==> config.mk <==
export PLATFORM = sky130hd
export DESIGN_NAME = legacy_bus_timer
export DESIGN_NICKNAME = d
export VERILOG_FILES = /design/src/rtl/legacy_bus_pkg.sv /design/src/rtl/lbt_eclk_gen.sv /design/src/rtl/lbt_cycle_seq.sv /design/src/rtl/legacy_bus_timer.sv
export SDC_FILE = /design/constraint.sdc
export NUM_CORES = 1
export LEC_CHECK = 0
export ABC_AREA = 1
export BUFFER_PORTS_ARGS = -buffer_cell sky130_fd_sc_hd__buf_2
export CORE_MARGIN = 10
export CORE_UTILIZATION = 30
export DETAILED_ROUTE_END_ITERATION = 16
export MAX_ROUTING_LAYER = met4
export SYNTH_ARGS = -nofsm -noshare
export SYNTH_HDL_FRONTEND = slang
export SYNTH_SLANG_ARGS = --single-unit
==> constraint.sdc <==
create_clock -name clk -period 1.5 [get_ports clk]
set_clock_uncertainty 0.1 [all_clocks]
set_input_delay 0.3 -clock clk [delete_from_list [all_inputs] [get_ports clk]]
set_output_delay 0.3 -clock clk [all_outputs]
set_load 0.005 [all_outputs]
==> src/rtl/legacy_bus_pkg.sv <==
package legacy_bus_pkg;
  typedef enum logic [2:0] {
    ST_IDLE  = 3'd0,
    ST_ALIGN = 3'd1,
    ST_HOLD  = 3'd2,
    ST_DONE  = 3'd3,
    ST_REL   = 3'd4
  } lbt_state_t;
endpackage

==> src/rtl/lbt_eclk_gen.sv <==
module lbt_eclk_gen #(
  parameter int DIV      = 10,
  parameter int HIGH_CYC = 4
) (
  input  logic clk,
  input  logic rst_n,
  output logic e_o,
  output logic last_o
);
  localparam int PW = (DIV > 1) ? $clog2(DIV) : 1;
  localparam int LOW_CYC = DIV - HIGH_CYC;
  localparam logic [PW-1:0] LAST_PH = PW'(DIV - 1);
  localparam logic [PW-1:0] HIGH_START = PW'(LOW_CYC);

  logic [PW-1:0] ph_q;

  always_ff @(posedge clk) begin
    if (!rst_n)                ph_q <= '0;
    else if (ph_q == LAST_PH)  ph_q <= '0;
    else                       ph_q <= ph_q + 1'b1;
  end

  assign e_o    = rst_n && (ph_q >= HIGH_START);
  assign last_o = (ph_q == LAST_PH);

  AST_PHASE_BOUND: assert property (@(posedge clk) disable iff (!rst_n)
    ph_q <= LAST_PH);
  AST_E_FALL_AT_WRAP: assert property (@(posedge clk) disable iff (!rst_n)
    $fell(e_o) |-> (ph_q == '0));
endmodule

==> src/rtl/lbt_cycle_seq.sv <==
module lbt_cycle_seq
  import legacy_bus_pkg::*;
#(
  parameter int DW = 8
) (
  input  logic          clk,
  input  logic          rst_n,
  input  logic          as_i,
  input  logic          vpa_i,
  input  logic          iack_i,
  input  logic [DW-1:0] pdata_i,
  input  logic          e_i,
  input  logic          e_last_i,
  output logic          vma_o,
  output logic          done_o,
  output logic          autovec_o,
  output logic [DW-1:0] data_o
);
  lbt_state_t st_q;
  logic       iack_q;

  always_ff @(posedge clk) begin
    if (!rst_n) begin
      st_q   <= ST_IDLE;
      iack_q <= 1'b0;
      data_o <= '0;
    end else begin
      unique case (st_q)
        ST_IDLE: begin
          if (as_i && vpa_i) begin
            iack_q <= iack_i;
            st_q   <= e_last_i ? ST_HOLD : ST_ALIGN;
          end
        end
        ST_ALIGN: if (e_last_i) st_q <= ST_HOLD;
        ST_HOLD: begin
          if (e_last_i) begin
            st_q <= ST_DONE;
            if (!iack_q) data_o <= pdata_i;
          end
        end
        ST_DONE: st_q <= ST_REL;
        ST_REL:  if (!as_i) st_q <= ST_IDLE;
        default: st_q <= ST_IDLE;
      endcase
    end
  end

  assign vma_o     = (st_q == ST_HOLD) || (st_q == ST_DONE);
  assign done_o    = (st_q == ST_DONE);
  assign autovec_o = (st_q == ST_DONE) && iack_q;

  AST_VMA_ON_E_FALL: assert property (@(posedge clk) disable iff (!rst_n)
    $rose(vma_o) |-> $fell(e_i));
  AST_DONE_ON_E_FALL: assert property (@(posedge clk) disable iff (!rst_n)
    done_o |-> ($fell(e_i) && vma_o));
  AST_DONE_SINGLE: assert property (@(posedge clk) disable iff (!rst_n)
    done_o |=> (!done_o && !vma_o));
  AST_IACK_KEEPS_DATA: assert property (@(posedge clk) disable iff (!rst_n)
    autovec_o |-> $stable(data_o));
  AST_AUTOVEC_WITH_DONE: assert property (@(posedge clk) disable iff (!rst_n)
    autovec_o |-> done_o);
endmodule

==> src/rtl/legacy_bus_timer.sv <==
module legacy_bus_timer #(
  parameter int DIV      = 10,
  parameter int HIGH_CYC = 4,
  parameter int DW       = 8
) (
  input  logic          clk,
  input  logic          rst_n,
  input  logic          as_i,
  input  logic          vpa_i,
  input  logic          iack_i,
  input  logic [DW-1:0] pdata_i,
  output logic          e_clk_o,
  output logic          vma_o,
  output logic          done_o,
  output logic          autovec_o,
  output logic [DW-1:0] data_o
);
  logic e_last;

  lbt_eclk_gen #(.DIV(DIV), .HIGH_CYC(HIGH_CYC)) u_eclk (
    .clk    (clk),
    .rst_n  (rst_n),
    .e_o    (e_clk_o),
    .last_o (e_last)
  );

  lbt_cycle_seq #(.DW(DW)) u_seq (
    .clk       (clk),
    .rst_n     (rst_n),
    .as_i      (as_i),
    .vpa_i     (vpa_i),
    .iack_i    (iack_i),
    .pdata_i   (pdata_i),
    .e_i       (e_clk_o),
    .e_last_i  (e_last),
    .vma_o     (vma_o),
    .done_o    (done_o),
    .autovec_o (autovec_o),
    .data_o    (data_o)
  );

  AST_RESET_QUIET: assert property (@(posedge clk)
    !rst_n |=> (!rst_n || (!vma_o && !done_o)));
endmodule

== Word-level counts from Yosys, hierarchy flattened ==
Index checks and enable logic that the tools add are counted.
Word-level totals
  register bits: 16
  bits of input ports: 13
  output and inout bits: 12
  logic and storage cells: 32
Operators by class
  add/sub/neg operators: 1
  magnitude comparators: 1
  eq/ne operators: 9
  mux-type cells: 6
  bitwise logic cells: 2
  reductions and logical operators: 9
Operators by type and width (count)
  3-bit case mux with 5 select lines: 1
  3-bit 2-to-1 mux: 4
  3-bit by 2-bit equality test with 1-bit output, second input constant: 2
  2-bit by 1-bit inequality test with 1-bit output, second input constant: 3
  4-bit by 1-bit adder with 4-bit output, second input constant: 1
  4-bit equality test, second input constant: 1
  4-bit by 3-bit >= comparator with 1-bit output, second input constant: 1
  4-bit AND reduction: 1
  3-bit by 1-bit equality test with 1-bit output, second input constant: 1
  3-bit equality test, second input constant: 1
  1-bit logical AND: 3
  3-bit zero test: 1
  3-bit AND reduction: 1
  2-bit 2-to-1 mux: 1
  2-bit inequality test, second input constant: 1
  1-bit NOT: 2
  2-bit AND reduction: 1
  2-bit OR reduction: 1
  1-bit logical OR: 1

== Logic depth before layout (Yosys ltp) ==
Gate-level depths: netlist of run 1.
  word-level depth: 4
  depth in mapped cells: 8
  gate-level depth less buffers: 8

== Hierarchy ==
From an unflattened synthesis of run 1, not the netlist that was laid out.
Second synthesis, totals
  cell total of the unflattened synthesis: 119
  area, all modules: 819.5 um^2
By module, submodules not included
  lbt_cycle_seq: times used 1, cells each 94, area each 615.6 um^2
  lbt_eclk_gen: times used 1, cells each 25, area each 203.9 um^2

== Worst setup path after synthesis of run 1 ==
OpenSTA, ideal clock, no wires.
  kind: register -> register
  from: reg u_eclk.ph_q[1]
  to: reg u_seq.data_o[0]
  library setup time: 113 ps
  arrival: 1062 ps
  required time: 1287 ps
  path slack: 225 ps
  stages on the path, launching flop included: 9
  buffers on the path: 0
  clock period less this slack: 1275 ps
  cells stage by stage: dfxtp_1 -> inv_1 -> ha_1 -> nand3_4 -> nor2_4 -> nand2_4 -> clkinv_4 -> nor2_1 -> nor2_1
On the way
  word-level cells in the longest chain between the ends: 2
RTL lines
  start: declaration: RTL line lbt_eclk_gen.sv:15  | logic [PW-1:0] ph_q;
  start signal: assignment: RTL line lbt_eclk_gen.sv:20  | else ph_q <= ph_q + 1'b1;
  4-bit equality test: RTL line lbt_eclk_gen.sv:24  | assign last_o = (ph_q == LAST_PH);
  3-bit AND reduction (no source line)
  end signal: assignment: RTL line lbt_cycle_seq.sv:39  | if (!iack_q) data_o <= pdata_i;
  end: declaration: RTL line lbt_cycle_seq.sv:17  | output logic [DW-1:0] data_o
No other way between the ends.
A chain may end at the register's enable or synchronous reset.

== Worst setup path in the final report of run 1 ==
  from: reg u_eclk.ph_q[0]
  to: out e_clk_o
On the way
  word-level cells in the longest chain between the ends: 2
RTL lines
  4-bit by 3-bit >= comparator with 1-bit output: RTL line lbt_eclk_gen.sv:23  | assign e_o = rst_n && (ph_q >= HIGH_START);
  1-bit logical AND: RTL line lbt_eclk_gen.sv:23
  end: declaration: RTL line legacy_bus_timer.sv:12  | output logic e_clk_o,
No other way between the ends.

==> impl_metrics.yaml, run 1 <==
cts:
  clock_sinks: 16
  clkTransAtPathRegs_ns: 0.09
  cts-root-buf: "clkbuf_4"
  postCtsHoldBufs: 0
  cts_buffers: 3
  cts.path.max_buffers: 2
  clk_latency_ns: 0.27
  tritoncts: "done"
  h-tree-depth: 1
logic_synthesis:
  synth_top_cells_by_count: "24 x nor2_1, 16 x dfxtp_1, 9 x nand2_1, 9 x o21ai_1, 8 x inv_1"
  ys_seq_area_share_pct: 43.1
  syn-num-nets: 114
  synth.area.top_cells: "dfxtp_1 43%, nor2_1 12%, o21ai_1 6.1%, ha_1 5.1%, nand3_1 4.7%"
  synth_top_area_cell: "dfxtp_1"
  yosysWarnings: 0
  synth_edf_count: 0
  synth.most_common_cell: "nor2_1"
  syn_area_per_cell_um2: 7.58
  synthDominantCellAreaShare_pct: 43.1
  synth-seq-cells: 16
  synth_ff_type: "dfxtp_1"
  synth.distinct_cells: 22
  synth_area_um2: 743
  async_flop_share_pct: 0
  netlist_instances: 98
run_status:
  violations: "negative setup slack"
  status: "finished with violations"
grt:
  antenna_found_initial: 0
  grt_pass1_wl_mm: 3.01
  grt_pass1_vias: 683
  grt_max_degree: 14
  grt_usage_pct: 7.39
  grt_overflow: 0
worst_setup_path:
  slowest_delay_ns: 0.35
  cp_cell_sequence: "inv_2 > ha_4 > o21ai_2 > a21oi_1 > buf_2"
  arrival_ns: 1.10
  critPathLaunchType: "flop"
  crit_slowest_cell: "dfxtp_2"
  crit_type: "reg2out"
  cp_max_fo: 2
  cp.required_ns: 1.10
  cp-end-kind: "output pin"
drt:
  ant_nets: 0
  drt_iter0_drc: 44
  drt-total-wl_mm: 1.83
  vias: 716
  drc: 0
  wl_per_cell_um: 11.6
  drtPass1Iterations: 4
  via_per_inst: 4.53
flow_run:
  cap_violations: 0
floorplan:
  start_util_pct: 32.7
  rows: 17
  fp.dieW_um: 69.8
  fp.dieArea_um2: 4870
  die_h_um: 69.8
  core_area_um2: 2280
  num_io_pins: 25
power:
  leakage_nw: 0.471
  p_int_w: 0.000736
  p_clk_share_pct: 25.2
  combinationalPowerShare_pct: 28.3
  p_per_area_nw_per_um2: 1070
  switching_share_pct: 32.5
  p_switching_w: 0.000355
  ir_drop_mv: 0.556
  p_seq_share_pct: 46.5
  totalPowerFinal_w: 0.00109
timing:
  worst_pin_slew_ns: 0.216
  finalSetupTns_ns: -0.00417
  finalCritPeriodShare_pct: 100
  fin_crit_ns: 1.50
  fmax_mhz: 665
  whs_ns: 0.148
  rsz0062_at_grt: "true"
  setup_viol: 1
  slew_headroom_pct: 85.6
  timing.final.max_slew_violations: 0
  finalHoldViolations: 0
  fin_ws_ns: -0.00417
finish:
  nNetsFinal: 147
  drive_gt1_share_pct: 44.6
  antenna_cells: 0
  n_fill_cell: 245
  syn2layout_area_growth_pct: 37.5
place:
  dpl.hpwl_mm: 1.37
  port_buffers: 24
  gp_congestion: 0.828
min_path:
  hold_path.class: "in2reg"
## worst paths after layout
kind	endpoint	cells after the start	slack, ns	from
max	e_clk_o	5	-0.004	u_eclk.ph_q[0]
min	u_seq.data_o[7]	3	0.15	pdata_i[7]
max reg2reg	u_seq.data_o[4]	8	0.10	u_eclk.ph_q[1]
min reg2reg	u_seq.data_o[7]	2	0.38	u_seq.data_o[7]
## cell usage in the layout, fill, tap and decap left out, types with 3 or more instances in the layout
cell type  synthesis  final
buf_4              0      3
dfxtp_1           16     11
inv_2              4      5
o21ai_1            9      8
inv_1              8      6
a21oi_1            4      4
nand3_1            7      6
nor2_1            24     24
dfxtp_2            0      3
buf_2              0     24
nand2_1            9      9
clkbuf_4           0      3
## critical path, delay by kind of cell (launching register included)
family / cells / cell delay [ns]
flops: 1 / 0.35
buf+inv: 2 / 0.17
compound gates: 2 / 0.16
fa+ha+maj: 1 / 0.15
## metal layers
metal / global-route usage [%] / wire [um]
met1: 8.89 / 890
met2: 10.3 / 765
met3: 3.71 / 157
met4: 2.61 / 16
met5: - / 0
## kinds of logic after synthesis
family	after synthesis	share of synthesized area (%)
AND/OR/NAND/NOR	48	31.3
AO/OA/AOI/OAI	16	11.6
flip-flops	16	43.1
buffers and inverters	14	7.74
adder cells (fa/ha/maj)	3	5.05
XOR/XNOR	1	1.18
## layout make-up
| type | count | area (um2) | share of cell area (%) |
|---|---|---|---|
| clock buffer | 4 | 36.3 | 3.55 |
| inverter | 13 | 56.3 | 5.51 |
| multi-input combinational | 69 | 409 | 40.0 |
| sequential | 16 | 332 | 32.4 |
| tap | 28 | 35.0 | 3.43 |
| timing repair buffer | 28 | 154 | 15.1 |
## timing repair
| item | CTS | global route |
|---|---|---|
| endpoints found under the setup margin | 3 | 12 |
| resized for setup | 8 | 11 |
| gates cloned | 0 | 1 |
| pin swaps | 3 | 5 |
| setup buffers | 2 | 1 |
## state kept, by name, indices dropped and copies added, names as in the netlist
name / count
u_seq.st_q: 3
u_eclk.ph_q: 4
u_seq.iack_q: 1
u_seq.data_o: 8
## through the flow
step	utilization, %	instance area [um2]	instances	setup slack, ns
detailed placement	39.6	902	150	0.0806
floorplan	-	743	98	0.225
CTS	42.7	971	156	-0.0254
finish	44.9	1020	158	-0.00417
global route	44.9	1020	158	-0.0875
global placement	39.6	902	150	0.133
## power by group through the flow
stage / clock network (W) / registers (W) / logic [W]
detailed placement: 0 / 0.000506 / 0.000279
CTS: 0.000286 / 0.000499 / 0.000294
floorplan: 0 / 0.000499 / 0.000216
global placement: 0 / 0.000505 / 0.000275
global route: 0.000316 / 0.000514 / 0.000360
finish: 0.000275 / 0.000507 / 0.000309
Power figures use the tool's default switching activity.
==> run 2, diff against run 1 <==
--- a/config.mk
+++ b/config.mk
@@ -7,6 +7,7 @@
 export LEC_CHECK = 0
 export ABC_AREA = 1
 export BUFFER_PORTS_ARGS = -buffer_cell sky130_fd_sc_hd__buf_2
+export CORE_ASPECT_RATIO = 1.25
 export CORE_MARGIN = 10
 export CORE_UTILIZATION = 30
 export DETAILED_ROUTE_END_ITERATION = 16
==> impl_metrics.yaml, run 2 (same netlist as run 1, synthesis figures left out) <==
run_status:
  status: "finished, final reports clean"
cts:
  tritoncts: "done"
  h-tree-depth: 1
  clk_latency_ns: 0.27
  cts_buffers: 3
  clock_sinks: 16
  clkTransAtPathRegs_ns: 0.09
  cts-root-buf: "clkbuf_4"
  cts.path.max_buffers: 2
timing:
  fin_crit_ns: 1.49
  rsz0062_at_grt: "true"
  fmax_mhz: 669
  worst_pin_slew_ns: 0.213
  setup_viol: 0
  finalHoldViolations: 0
  slew_headroom_pct: 85.8
  finalCritPeriodShare_pct: 99.6
  timing.final.max_slew_violations: 0
worst_setup_path:
  reg2reg_slack_ns: 0.006
  cp.required_ns: 1.10
  cp-end-kind: "output pin"
  cp_max_fo: 2
  arrival_ns: 1.09
  crit_type: "reg2out"
  critPathLaunchType: "flop"
finish:
  mostFrequentLayoutCells: "24 x buf_2, 22 x nor2_1, 11 x dfxtp_1"
  drive_gt1_share_pct: 46.5
  final_core_util_pct: 42.3
  n_fill_cell: 267
  reg_top3: "u_seq.data_o: 8 flops, u_eclk.ph_q: 4 flops, u_seq.st_q: 3 flops"
  final_common_cell: "buf_2"
  final_area_um2: 1020
  largest_reg_flops: 8
  syn2layout_area_growth_pct: 36.7
  regMostFlops: "u_seq.data_o"
  nNetsFinal: 147
  antenna_cells: 0
power:
  ir_drop_mv: 0.481
  p_int_w: 0.000683
  p_per_area_nw_per_um2: 1030
  totalPowerFinal_w: 0.00105
  p_seq_share_pct: 48.8
  p_clk_share_pct: 21.1
  leakage_nw: 0.463
  p_switching_w: 0.000363
  switching_share_pct: 34.7
  combinationalPowerShare_pct: 30.0
place:
  place_area_um2: 908
  gp_congestion: 0.905
  port_buffers: 24
  dpl.hpwl_mm: 1.41
floorplan:
  rows: 20
  num_io_pins: 25
  die_h_um: 75.7
  fp.dieW_um: 64.5
  core_area_um2: 2400
  fp.dieArea_um2: 4880
  start_util_pct: 30.9
drt:
  ant_nets: 0
  vias: 718
  via_per_inst: 4.43
  drtPass1Iterations: 4
  drt-total-wl_mm: 1.83
  wl_per_cell_um: 11.3
  drc: 0
  drt_iter0_drc: 9
grt:
  grt_pass1_wl_mm: 2.99
  grt_pass1_vias: 745
  antenna_found_initial: 0
  grt_usage_pct: 7.61
  grt_overflow: 0
  grt_max_degree: 14
min_path:
  hold_path.class: "in2reg"
flow_run:
  cap_violations: 0
==> run 2: cell count changes in the layout (fill, tap and decap cells not counted), moves of 2 or more <==
cell,before,now
o21ai_2,2,4
o21ai_1,8,6
nor2_1,24,22
nor2_2,2,4
==> run 2: critical path: stages, from the launching register on <==
cell,delay [ns]
dfxtp_2,0.35
inv_2,0.04
ha_4,0.14
o21ai_2,0.10
a21oi_1,0.06
buf_2,0.12
==> run 2: what timing repair did <==
action	CTS	global route
setup buffers	2	1
pin swaps	3	8
hold buffers	0	0
resized for setup	13	6
gates cloned	0	1
setup endpoints to repair	3	11
==> run 2: through the flow <==
step	hold slack, ns	setup WS, ns	std cells	TNS (ns)
2_1_floorplan	0.332	0.225	98	0
3_3_place_gp	0.366	0.126	155	0
3_5_place_dp	0.370	0.0839	155	0
4_1_cts	0.155	-0.0359	160	-0.0398
5_1_grt	0.173	-0.0592	162	-0.501
6_report	0.154	0.00607	162	0
==> run 2: worst paths after layout <==
check,cells after the start,end,startpoint
max reg2reg,8,u_seq.data_o[5],u_eclk.ph_q[1]
min,3,u_seq.data_o[0],pdata_i[0]
min reg2reg,2,u_seq.data_o[0],u_seq.data_o[0]
max,5,e_clk_o,u_eclk.ph_q[0]
==> run 2: power by group through the flow <==
stage                     sequential [W]  clock, W  combinational, W
after floorplan                 0.000499         0          0.000216
after global placement          0.000505         0          0.000275
after detailed placement        0.000507         0          0.000279
after CTS                       0.000504  0.000226          0.000300
after global routing            0.000516  0.000243          0.000365
final                           0.000511  0.000221          0.000314
==> run 2: per-layer routing <==
metal	share of wire, %	wire length, um	up-vias	GRT usage (%)
met2	47	868	20	13.5
li1	-	-	372	-
met5	0	0	-	-
met1	48	874	324	8.46
met4	0.33	6	0	2.14
met3	4.4	81	2	1.62
==> run 2: cell type report <==
class / instances / area (um2) / area share, %
clock buffers: 3 / 22.5 / 2.22
multi-input cells: 69 / 419 / 41.3
flip-flops and latches: 16 / 329 / 32.4
repair buffers: 28 / 150 / 14.8
well taps: 33 / 41.3 / 4.06
inverters: 13 / 53.8 / 5.30
